[src/rtl/nr_div_pkg.sv]
package nr_div_pkg;

  localparam int DVD_W = 32;
  localparam int DVS_W = 16;
  localparam int ACC_W = DVD_W + DVS_W;
  localparam int CNT_W = $clog2(DVS_W + 1);

  typedef enum logic [2:0] {
    ST_IDLE,
    ST_SEED,
    ST_ITA,
    ST_ITB,
    ST_FLO,
    ST_FHI,
    ST_FIN
  } nr_state_e;

  // Reciprocal of the k-th segment boundary of [0.5,1), as unsigned Q1.15, capped at all-ones.
  function automatic logic [15:0] recip_knot(input int seg_bits, input int k);
    int v;
    v = (1 << (16 + seg_bits)) / ((1 << seg_bits) + k);
    if (v > 65535) v = 65535;
    return 16'(v);
  endfunction

endpackage

[src/rtl/nr_div_lzc.sv]
module nr_div_lzc #(
  parameter int W  = 16,
  parameter int CW = 5
) (
  input  logic [W-1:0]  val,
  output logic [CW-1:0] zeros
);
  always_comb begin
    zeros = CW'(W);
    for (int i = 0; i < W; i++) begin
      if (val[i]) zeros = CW'(W - 1 - i);
    end
  end
endmodule

[src/rtl/nr_div_seed.sv]
module nr_div_seed #(
  parameter int SEG_BITS = 4,
  localparam int SEGS   = 1 << SEG_BITS,
  localparam int FRAC_W = 15 - SEG_BITS
) (
  input  logic [14:0]       norm_low,
  output logic [15:0]       base,
  output logic [15:0]       drop,
  output logic [FRAC_W-1:0] frac
);
  import nr_div_pkg::*;

  logic [15:0]         knot [SEGS+1];
  logic [SEG_BITS-1:0] idx;
  logic [SEG_BITS:0]   idx_nx;

  for (genvar g = 0; g <= SEGS; g++) begin : g_knot
    assign knot[g] = recip_knot(SEG_BITS, g);
  end

  assign idx    = norm_low[14 -: SEG_BITS];
  assign idx_nx = {1'b0, idx} + 1'b1;
  assign frac   = norm_low[FRAC_W-1:0];
  assign base   = knot[idx];
  assign drop   = knot[idx] - knot[idx_nx];
endmodule

[src/rtl/nr_div_fsm.sv]
module nr_div_fsm #(
  parameter int ITERS = 3,
  localparam int IT_W = $clog2(ITERS + 1)
) (
  input  logic                  clk,
  input  logic                  rst_n,
  input  logic                  start,
  output nr_div_pkg::nr_state_e state
);
  import nr_div_pkg::*;

  nr_state_e state_d;
  logic [IT_W-1:0] iter_q, iter_d;

  always_comb begin
    state_d = state;
    iter_d  = iter_q;
    case (state)
      ST_IDLE: if (start) state_d = ST_SEED;
      ST_SEED: begin state_d = ST_ITA; iter_d = '0; end
      ST_ITA:  state_d = ST_ITB;
      ST_ITB: begin
        if (iter_q == IT_W'(ITERS - 1)) state_d = ST_FLO;
        else begin
          state_d = ST_ITA;
          iter_d  = iter_q + 1'b1;
        end
      end
      ST_FLO:  state_d = ST_FHI;
      ST_FHI:  state_d = ST_FIN;
      ST_FIN:  state_d = ST_IDLE;
      default: state_d = ST_IDLE;
    endcase
  end

  always_ff @(posedge clk or negedge rst_n) begin
    if (!rst_n) begin
      state  <= ST_IDLE;
      iter_q <= '0;
    end else begin
      state  <= state_d;
      iter_q <= iter_d;
    end
  end
endmodule

[src/rtl/nr_recip_div.sv]
module nr_recip_div #(
  parameter int ITERS    = 3,
  parameter int SEG_BITS = 4
) (
  input  logic        clk,
  input  logic        rst_n,
  input  logic        start,
  input  logic [31:0] dividend,
  input  logic [15:0] divisor,
  output logic        busy,
  output logic        done,
  output logic [31:0] quotient,
  output logic        div_zero
);
  import nr_div_pkg::*;

  localparam int FRAC_W = 15 - SEG_BITS;

  // reset: asserted asynchronously, released through two flops
  logic rst_s1, rst_core_n;
  always_ff @(posedge clk or negedge rst_n) begin
    if (!rst_n) begin
      rst_s1     <= 1'b0;
      rst_core_n <= 1'b0;
    end else begin
      rst_s1     <= 1'b1;
      rst_core_n <= rst_s1;
    end
  end

  nr_state_e state;
  logic      accept;

  assign busy   = (state != ST_IDLE);
  assign accept = (state == ST_IDLE) && start;

  nr_div_fsm #(.ITERS(ITERS)) u_fsm (
    .clk   (clk),
    .rst_n (rst_core_n),
    .start (start),
    .state (state)
  );

  // operand conditioning
  logic [DVD_W-1:0] x_mag;
  logic [DVS_W-1:0] y_mag;
  logic [CNT_W-1:0] y_lz;

  assign x_mag = dividend[DVD_W-1] ? (~dividend + 1'b1) : dividend;
  assign y_mag = divisor[DVS_W-1]  ? (~divisor + 1'b1)  : divisor;

  nr_div_lzc #(.W(DVS_W), .CW(CNT_W)) u_lzc (
    .val   (y_mag),
    .zeros (y_lz)
  );

  // registers
  logic [DVD_W-1:0] xm_q;
  logic [DVS_W-1:0] yn_q, z_q, e_q;
  logic [CNT_W-1:0] lz_q;
  logic             neg_q, zero_q;
  logic [ACC_W-1:0] acc_q;
  logic [DVS_W-1:0] z_d, e_d;
  logic [ACC_W-1:0] acc_d;
  logic [DVD_W-1:0] quo_d;
  logic             ld_z, ld_e, ld_acc, ld_out;

  // seed table
  logic [15:0]       seed_base, seed_drop;
  logic [FRAC_W-1:0] seed_frac;

  nr_div_seed #(.SEG_BITS(SEG_BITS)) u_seed (
    .norm_low (yn_q[14:0]),
    .base     (seed_base),
    .drop     (seed_drop),
    .frac     (seed_frac)
  );

  // the single shared multiplier
  logic [15:0] mul_a, mul_b;
  logic [31:0] mul_p;

  always_comb begin
    mul_a = '0;
    mul_b = '0;
    case (state)
      ST_SEED: begin mul_a = seed_drop;   mul_b = 16'(seed_frac); end
      ST_ITA:  begin mul_a = yn_q;        mul_b = z_q;            end
      ST_ITB:  begin mul_a = z_q;         mul_b = e_q;            end
      ST_FLO:  begin mul_a = xm_q[15:0];  mul_b = z_q;            end
      ST_FHI:  begin mul_a = xm_q[31:16]; mul_b = z_q;            end
      default: ;
    endcase
  end

  assign mul_p = mul_a * mul_b;

  // next-state datapath
  logic [16:0] e_wide, z_wide;
  logic [5:0]  out_sh;
  logic [31:0] out_mag;

  assign e_wide  = 17'((34'h1_0000_0000 - {2'b00, mul_p}) >> 16);
  assign z_wide  = 17'(mul_p >> 15);
  assign out_sh  = 6'd31 - 6'(lz_q);
  assign out_mag = 32'(acc_q >> out_sh);

  always_comb begin
    ld_z   = (state == ST_SEED) || (state == ST_ITB);
    ld_e   = (state == ST_ITA);
    ld_acc = (state == ST_FLO) || (state == ST_FHI);
    ld_out = (state == ST_FIN);

    if (state == ST_SEED) z_d = seed_base - 16'(mul_p >> FRAC_W);
    else                  z_d = z_wide[16] ? 16'hFFFF : z_wide[15:0];

    e_d = e_wide[16] ? 16'hFFFF : e_wide[15:0];

    if (state == ST_FLO) acc_d = ACC_W'(mul_p);
    else                 acc_d = acc_q + {mul_p, 16'h0000};

    if (zero_q)     quo_d = 32'h7FFF_FFFF;
    else if (neg_q) quo_d = ~out_mag + 1'b1;
    else            quo_d = out_mag;
  end

  always_ff @(posedge clk or negedge rst_core_n) begin
    if (!rst_core_n) begin
      xm_q     <= '0;
      yn_q     <= '0;
      lz_q     <= '0;
      neg_q    <= 1'b0;
      zero_q   <= 1'b0;
      z_q      <= '0;
      e_q      <= '0;
      acc_q    <= '0;
      quotient <= '0;
      div_zero <= 1'b0;
      done     <= 1'b0;
    end else begin
      if (accept) begin
        xm_q   <= x_mag;
        yn_q   <= y_mag << y_lz;
        lz_q   <= y_lz;
        neg_q  <= dividend[DVD_W-1] ^ divisor[DVS_W-1];
        zero_q <= (divisor == '0);
      end
      if (ld_z)   z_q   <= z_d;
      if (ld_e)   e_q   <= e_d;
      if (ld_acc) acc_q <= acc_d;
      if (ld_out) begin
        quotient <= quo_d;
        div_zero <= zero_q;
      end
      done <= ld_out;
    end
  end
endmodule

[config.mk]
export PLATFORM = sky130hd
export DESIGN_NAME = nr_recip_div
export DESIGN_NICKNAME = d
export VERILOG_FILES = /design/src/rtl/nr_div_pkg.sv /design/src/rtl/nr_div_lzc.sv /design/src/rtl/nr_div_seed.sv /design/src/rtl/nr_div_fsm.sv /design/src/rtl/nr_recip_div.sv
export SDC_FILE = /design/constraint.sdc
export NUM_CORES = 1
export LEC_CHECK = 0
export BUFFER_PORTS_ARGS = -buffer_cell sky130_fd_sc_hd__buf_2
export CORE_ASPECT_RATIO = 1.4
export CORE_MARGIN = 1.5
export CORE_UTILIZATION = 35
export DETAILED_ROUTE_END_ITERATION = 8
export GPL_TIMING_DRIVEN = 0
export HOLD_SLACK_MARGIN = 0.02
export SLEW_MARGIN = 20
export SYNTH_ARGS = -nofsm -noshare
export SYNTH_HDL_FRONTEND = slang
export SYNTH_SLANG_ARGS = --single-unit
[constraint.sdc]
create_clock -name clk -period 5.6 [get_ports clk]
set_input_delay 0.56 -clock clk [delete_from_list [all_inputs] [get_ports clk]]
set_output_delay 0.56 -clock clk [all_outputs]
set_load 0.01 [all_outputs]
== Word level (Yosys, flattened, before mapping) ==
Memories as Yosys holds them, arrays and structs flattened.
Index checks and enable logic that the tools add are counted.

* Add/sub/neg operators: 10
* Multipliers: 1
* Magnitude comparators: 2
* Equality and inequality tests: 9
* Shift operators: 2
* Muxes and demuxes: 35
* Bitwise operators: 6
* Reduce and logical (&&, ||, !) cells: 9

{| class="wikitable"
|+ Operator list
! kind !! count
|-
| $mux W16 || 8
|-
| $mux W32 || 3
|-
| $mux W5 || 16
|-
| $pmux W16 S5 || 1
|-
| $add A32 B1 Y32 const B || 2
|-
| $not A32 Y32 || 2
|-
| $add A48 B48 Y48 || 1
|-
| $mux W48 || 1
|-
| $pmux W16 S3 || 1
|-
| $shr A48 B6 Y32 || 1
|-
| $sub A33 B32 Y33 const A || 1
|-
| $mul A16 B16 Y32 || 1
|-
| $sub A16 B16 Y16 || 2
|-
| $pmux W3 S6 || 1
|-
| $add A16 B1 Y16 const B || 1
|-
| $logic_not A16 Y1 || 1
|-
| $not A16 Y16 || 1
|-
| $shl A16 B5 Y16 || 1
|-
| $eq A3 B3 Y1 const B || 3
|-
| $eq A3 B2 Y1 const B || 2
|-
| $ge A5 B6 Y1 const B || 1
|-
| $ge A6 B6 Y1 const B || 1
|-
| $mux W3 || 2
|-
| $not A5 Y6 || 1
|-
| 17 further kinds || 19
|}

* Register bits after elaboration: 176
* Bits in read-only memories: 1024
* Input bits: 51
* Output and inout port bits: 35
* Logic and storage cells: 91
* Memories: 2

{| class="wikitable"
|+ Memory list
! memory !! words !! width !! read ports !! clocked after Yosys merged registers in !! wr ports !! RTL line !! RTL
|-
| (no name shown) || 32 || 16 || 1 || 0 || 0 || nr_div_seed.sv:24 || <nowiki>assign base = knot[idx];</nowiki>
|-
| (no name shown) || 32 || 16 || 1 || 0 || 0 || nr_div_seed.sv:25 || <nowiki>assign drop = knot[idx] - knot[idx_nx];</nowiki>
|}

== Longest topological paths before layout ==
* Depth in word-level cells: 20
* Gate-level depth with buffers: 54
* Gate-level depth less buffers: 50

== Modules after synthesis ==
A second synthesis with hierarchy kept.

* Cell total of the unflattened synthesis: 3033
* Area, all modules: 25459.4 µm²

{| class="wikitable"
|+ By module, submodules not included
! module !! instances !! cells each !! area each (µm²) !! sequential area each (µm²)
|-
| nr_recip_div || 1 || 2711 || 23239.8 || 4279.1
|-
| nr_div_seed || 1 || 268 || 1795.5 || 0.0
|-
| nr_div_fsm || 1 || 22 || 235.2 || 125.1
|-
| nr_div_lzc || 1 || 32 || 188.9 || 0.0
|}

== Least setup slack after synthesis ==
OpenSTA, ideal clock, no wires.

* Path kind: register -> register
* Start: register yn_q[12]
* End: register acc_q[46]
* Setup time: 0.141 ns
* Data arrival time: 11.600 ns
* Data required time: 5.459 ns
* Setup slack: -6.141 ns
* Cell stages (with the launch flop): 51
* Path buffers: 4
* Clock period less this slack: 11.741 ns
* Cells stage by stage: dfrtp_1 > ha_1 > clkbuf_1 > inv_1 > ha_1 > clkbuf_1 > clkbuf_1 > mux2i_1 > nand2_1 > a21oi_1 > ha_1 > fa_1 > nor2b_1 > o21ai_0 > a21boi_0 > o21ai_0 > a21oi_1 > o21a_1 > (+15 left out) > ha_1 > clkbuf_1 > a211oi_1 > nand3b_1 > a2111oi_2 > nor3_1 > xor2_1 > ha_1 > nand4_1 > nor3_1 > and3_1 > a221o_1 > o41ai_1 > o21ai_0 > a211oi_1 > a21oi_1 > xnor2_1 > o22ai_1

* Cells in the longest elaborated chain, start to end: 10
* Elaborated cells between the ends (all ways): 14
* Those cells by class: add/sub: 3; mul: 1; mux: 6; bitwise: 2; memory: 2

{| class="wikitable"
|+ RTL lines
! item !! RTL line !! RTL
|-
| from (decl) || nr_recip_div.sv:59 || <nowiki>logic [DVS_W-1:0] yn_q, z_q, e_q;</nowiki>
|-
| from (signal assigned) || nr_recip_div.sv:143 || <nowiki>yn_q <= y_mag << y_lz;</nowiki>
|-
| $add A4 B1 Y5 || nr_div_seed.sv:22 || <nowiki>assign idx_nx = {1'b0, idx} + 1'b1;</nowiki>
|-
| $not A5 Y6 (not written as such) || nr_div_seed.sv:25 ||
|-
| $mem_v2 Z32 W16 || n/a ||
|-
| $mux W16 (not written as such) (2 in a row) || nr_div_seed.sv:25 ||
|-
| $sub A16 B16 Y16 || nr_div_seed.sv:25 ||
|-
| $pmux W16 S5 * || nr_recip_div.sv:86 || <nowiki>case (state)</nowiki>
|-
| $mul A16 B16 Y32 * || nr_recip_div.sv:96 || <nowiki>assign mul_p = mul_a * mul_b;</nowiki>
|-
| $add A48 B48 Y48 * || nr_recip_div.sv:120 || <nowiki>else acc_d = acc_q + {mul_p, 16'h0000};</nowiki>
|-
| $mux W48 * || nr_recip_div.sv:119 || <nowiki>if (state == ST_FLO) acc_d = ACC_W'(mul_p);</nowiki>
|-
| to (signal assigned) || nr_recip_div.sv:136 || <nowiki>acc_q <= '0;</nowiki>
|-
| to (signal assigned) || nr_recip_div.sv:150 || <nowiki>if (ld_acc) acc_q <= acc_d;</nowiki>
|-
| to (decl) || nr_recip_div.sv:62 || <nowiki>logic [ACC_W-1:0] acc_q;</nowiki>
|}

Every way passes the cells marked *; elsewhere a longest branch is shown, timed or not. The select of a mux whose other input is x is not followed.
A chain may end at the register's enable or synchronous reset.

== Final worst setup path ==
Same ends and word-level chain as after synthesis.

==> flow_metrics.py <==
metrics = {
    "sta": {
        "finalSetupTns_ns": -336.69,
        "rsz0062_at_grt": "true",
        "hold_violations": 0,
        "tightest_slew_ns": 1.23,
        "maxSlewViolCount": 0,
        "fin_crit_ns": 11.12,
        "maxSlewHeadroom": 0.169,
        "layout_setup_ws_ns": -5.52,
        "fin_crit_sh": 1.99,
        "skew_ns": 0.0160,
        "max_freq_ghz": 0.0899,
        "setup_viol": 76,
    },
    "setup_path": {
        "crit_required_ns": 5.92,
        "cpMostUsedCell": "fa_1",
        "slowest_stage": "fa_2",
        "start_kind": "register",
        "worst_ep_arrival_time_ns": 11.44,
        "crit_path_max_fanout": 4,
        "rrSetupSlack_ns": -5.52,
        "end_kind": "register",
        "cpPeakStageDelay_ns": 0.55,
        "crit_type": "register to register",
    },
    "grt": {
        "grt_pass1_wl_mm": 138,
        "grt.total_usage": 0.241,
        "grt_max_degree": 57,
        "grt_pass1_vias": 24069,
        "grt_overflow": 0,
        "antenna_found_initial": 1,
    },
    "layout": {
        "fin_nets": 3677,
        "fillers": 7030,
        "area.growth.synth_to_final_pct": 21.1,
        "final_cell_mix": "nand2_1 (393), inv_1 (283), nor2_1 (256), fa_1 (190), dfrtp_1 (171)",
        "drive_gt1_frac": 0.205,
        "final_common_cell": "nand2_1",
    },
    "drt": {
        "first_iter_violations": 1527,
        "num_vias": 23616,
        "avgViaCountPerCell": 5.61,
        "drt_wl_total_mm": 89.2,
        "drc": 0,
        "drtAntennaViolNets": 0,
        "dr.pass1.iters": 6,
        "wl_per_cell_um": 21.2,
    },
    "yosys": {
        "synth_edf_count": 0,
        "syn-instance-count": 3024,
        "syn_nets": 3453,
        "postSynthAreaPerCell_um2": 8.32,
        "ys_ff_latch": 176,
        "yosysTopAreaCellShare": 0.175,
        "synth_flop_cell": "dfrtp_1",
        "synth.area.top_cells": "dfrtp_1 (17%), fa_1 (16%), ha_1 (9.0%), mux4_2 (6.4%), nand2_1 (6.0%)",
        "synth-async-reset-ratio": 1.00,
        "yosys_warnings": 0,
        "yosys.area.top_type": "dfrtp_1",
        "synth_area_um2": 25200,
        "synth.distinct_cells": 86,
        "yosysSeqAreaShare": 0.175,
    },
    "placed_design": {
        "gp_congestion": 0.963,
        "io_buffers": 79,
        "dp_hpwl_mm": 70.9,
    },
    "clock_tree": {
        "path_clk_slew_ns": 0.08,
        "max-clock-path-buffers": 2,
        "cts_tree": "yes",
        "cts-root-buf": "clkbuf_16",
        "numCtsBuffers": 17,
        "h-tree-depth": 4,
        "cts.sink_count": 176,
        "clk_latency_ns": 0.47,
    },
    "die": {
        "fp.dieArea_um2": 73600,
        "core_region_area_um2": 71300,
        "ios": 86,
        "num_rows": 116,
        "fp.dieH_um": 320,
        "initial_core_util": 0.353,
        "die_w_um": 230,
    },
    "worst_hold_path": {
        "hp-class": "register to asynchronous set/reset pin",
    },
    "status": {
        "violations": "negative setup slack",
        "status": "complete, but fails checks",
    },
    "job": {
        "drv_cap": 0,
    },
}
==> layer usage <==
metal / up-vias / track usage / part of all wire
met3: 285 / 0.0257 / 0.043
met1: 11558 / 0.273 / 0.38
met5: - / 0 / 0
li1: 10910 / - / -
met4: 0 / 0.149 / 0.072
met2: 863 / 0.432 / 0.50
==> cells by family after synthesis <==
group           synth area share
fa+ha+maj                  0.247
simple gates               0.172
compound gates             0.184
flops                      0.175
other cells             0.000149
xor+xnor                  0.0515
mux                       0.0992
buf+inv                   0.0720
==> worst paths after layout <==
kind / from / end / depth (start not counted)
min: rst_core_n / acc_q[42] / 0
max: yn_q[12] / acc_q[46] / 49
max reg2reg: yn_q[12] / acc_q[46] / 49
min in group clk: rst_s1 / rst_core_n / 0
max in group asynchronous: rst_core_n / yn_q[13] / 2
min reg2reg: rst_core_n / acc_q[42] / 0
==> flip-flops by register name (all words and copies together), names as in the netlist, 2 cells and up <==
name	cells
acc_q	48
e_q	16
lz_q	5
quotient	32
u_fsm.iter_q	2
u_fsm.state	3
xm_q	32
yn_q	16
z_q	16
==> critical path, delay by kind of cell, from the launching register on <==
family | cells | cell delay [ns]
buffers and inverters | 9 | 0.96
AO/OA/AOI/OAI | 20 | 4.03
XOR/XNOR | 2 | 0.31
adder cells (fa/ha/maj) | 10 | 4.06
AND/OR/NAND/NOR | 8 | 1.14
flip-flops | 1 | 0.44
==> through the flow <==
stage | setup slack (ns) | std cells | hold slack, ns | util | area (um2)
global route | -5.88 | 4206 | 0.337 | 0.428 | 30500
detailed placement | -6.70 | 4052 | 0.310 | 0.388 | 27700
finish | -5.52 | 4206 | 0.291 | 0.428 | 30500
global placement | -6.67 | 4047 | 0.340 | 0.387 | 27600
CTS | -5.53 | 4176 | 0.315 | 0.421 | 30000
floorplan | -4.98 | 3024 | 0.264 | - | 26000
==> timing repair <==
item	4_1_cts	5_1_grt
hold endpoints to repair	2	0
resized for setup	230	58
pin swaps	124	60
hold buffers	1	0
endpoints found under the setup margin	77	76
buffers inserted	95	34
==> final cells by class <==
class	count	area, um2	area share
Sequential cell	176	4410	0.145
Multi-Input combinational cell	2377	20700	0.679
Timing Repair Buffer	209	1570	0.0515
Tap cell	944	1180	0.0388
Clock buffer	18	439	0.0144
Buffer	157	817	0.0268
Inverter	310	1210	0.0396
Clock inverter	14	166	0.00546
Antenna cell	1	2.50	0.0000821
==> Yosys cell counts, types with 23 or more instances <==
cell and count:
mux2i_1 56, a21o_1 40, fa_1 197, xnor2_1 79
nand2_1 403, o21a_1 28, dfrtp_1 176, a21oi_1 179
xor2_1 69, ha_1 181, nor2_1 274, nor3_1 48
mux4_2 71, and2_1 48, mux2_2 30, o21ai_0 193
a22oi_1 24, nand3_1 42, nor2b_1 23, inv_1 306
o22ai_1 24, clkbuf_1 127, a31oi_1 28
Power is left out: the tool's default activity adds up to more than one toggle a clock period on the data nets, which glitch-free logic cannot reach.
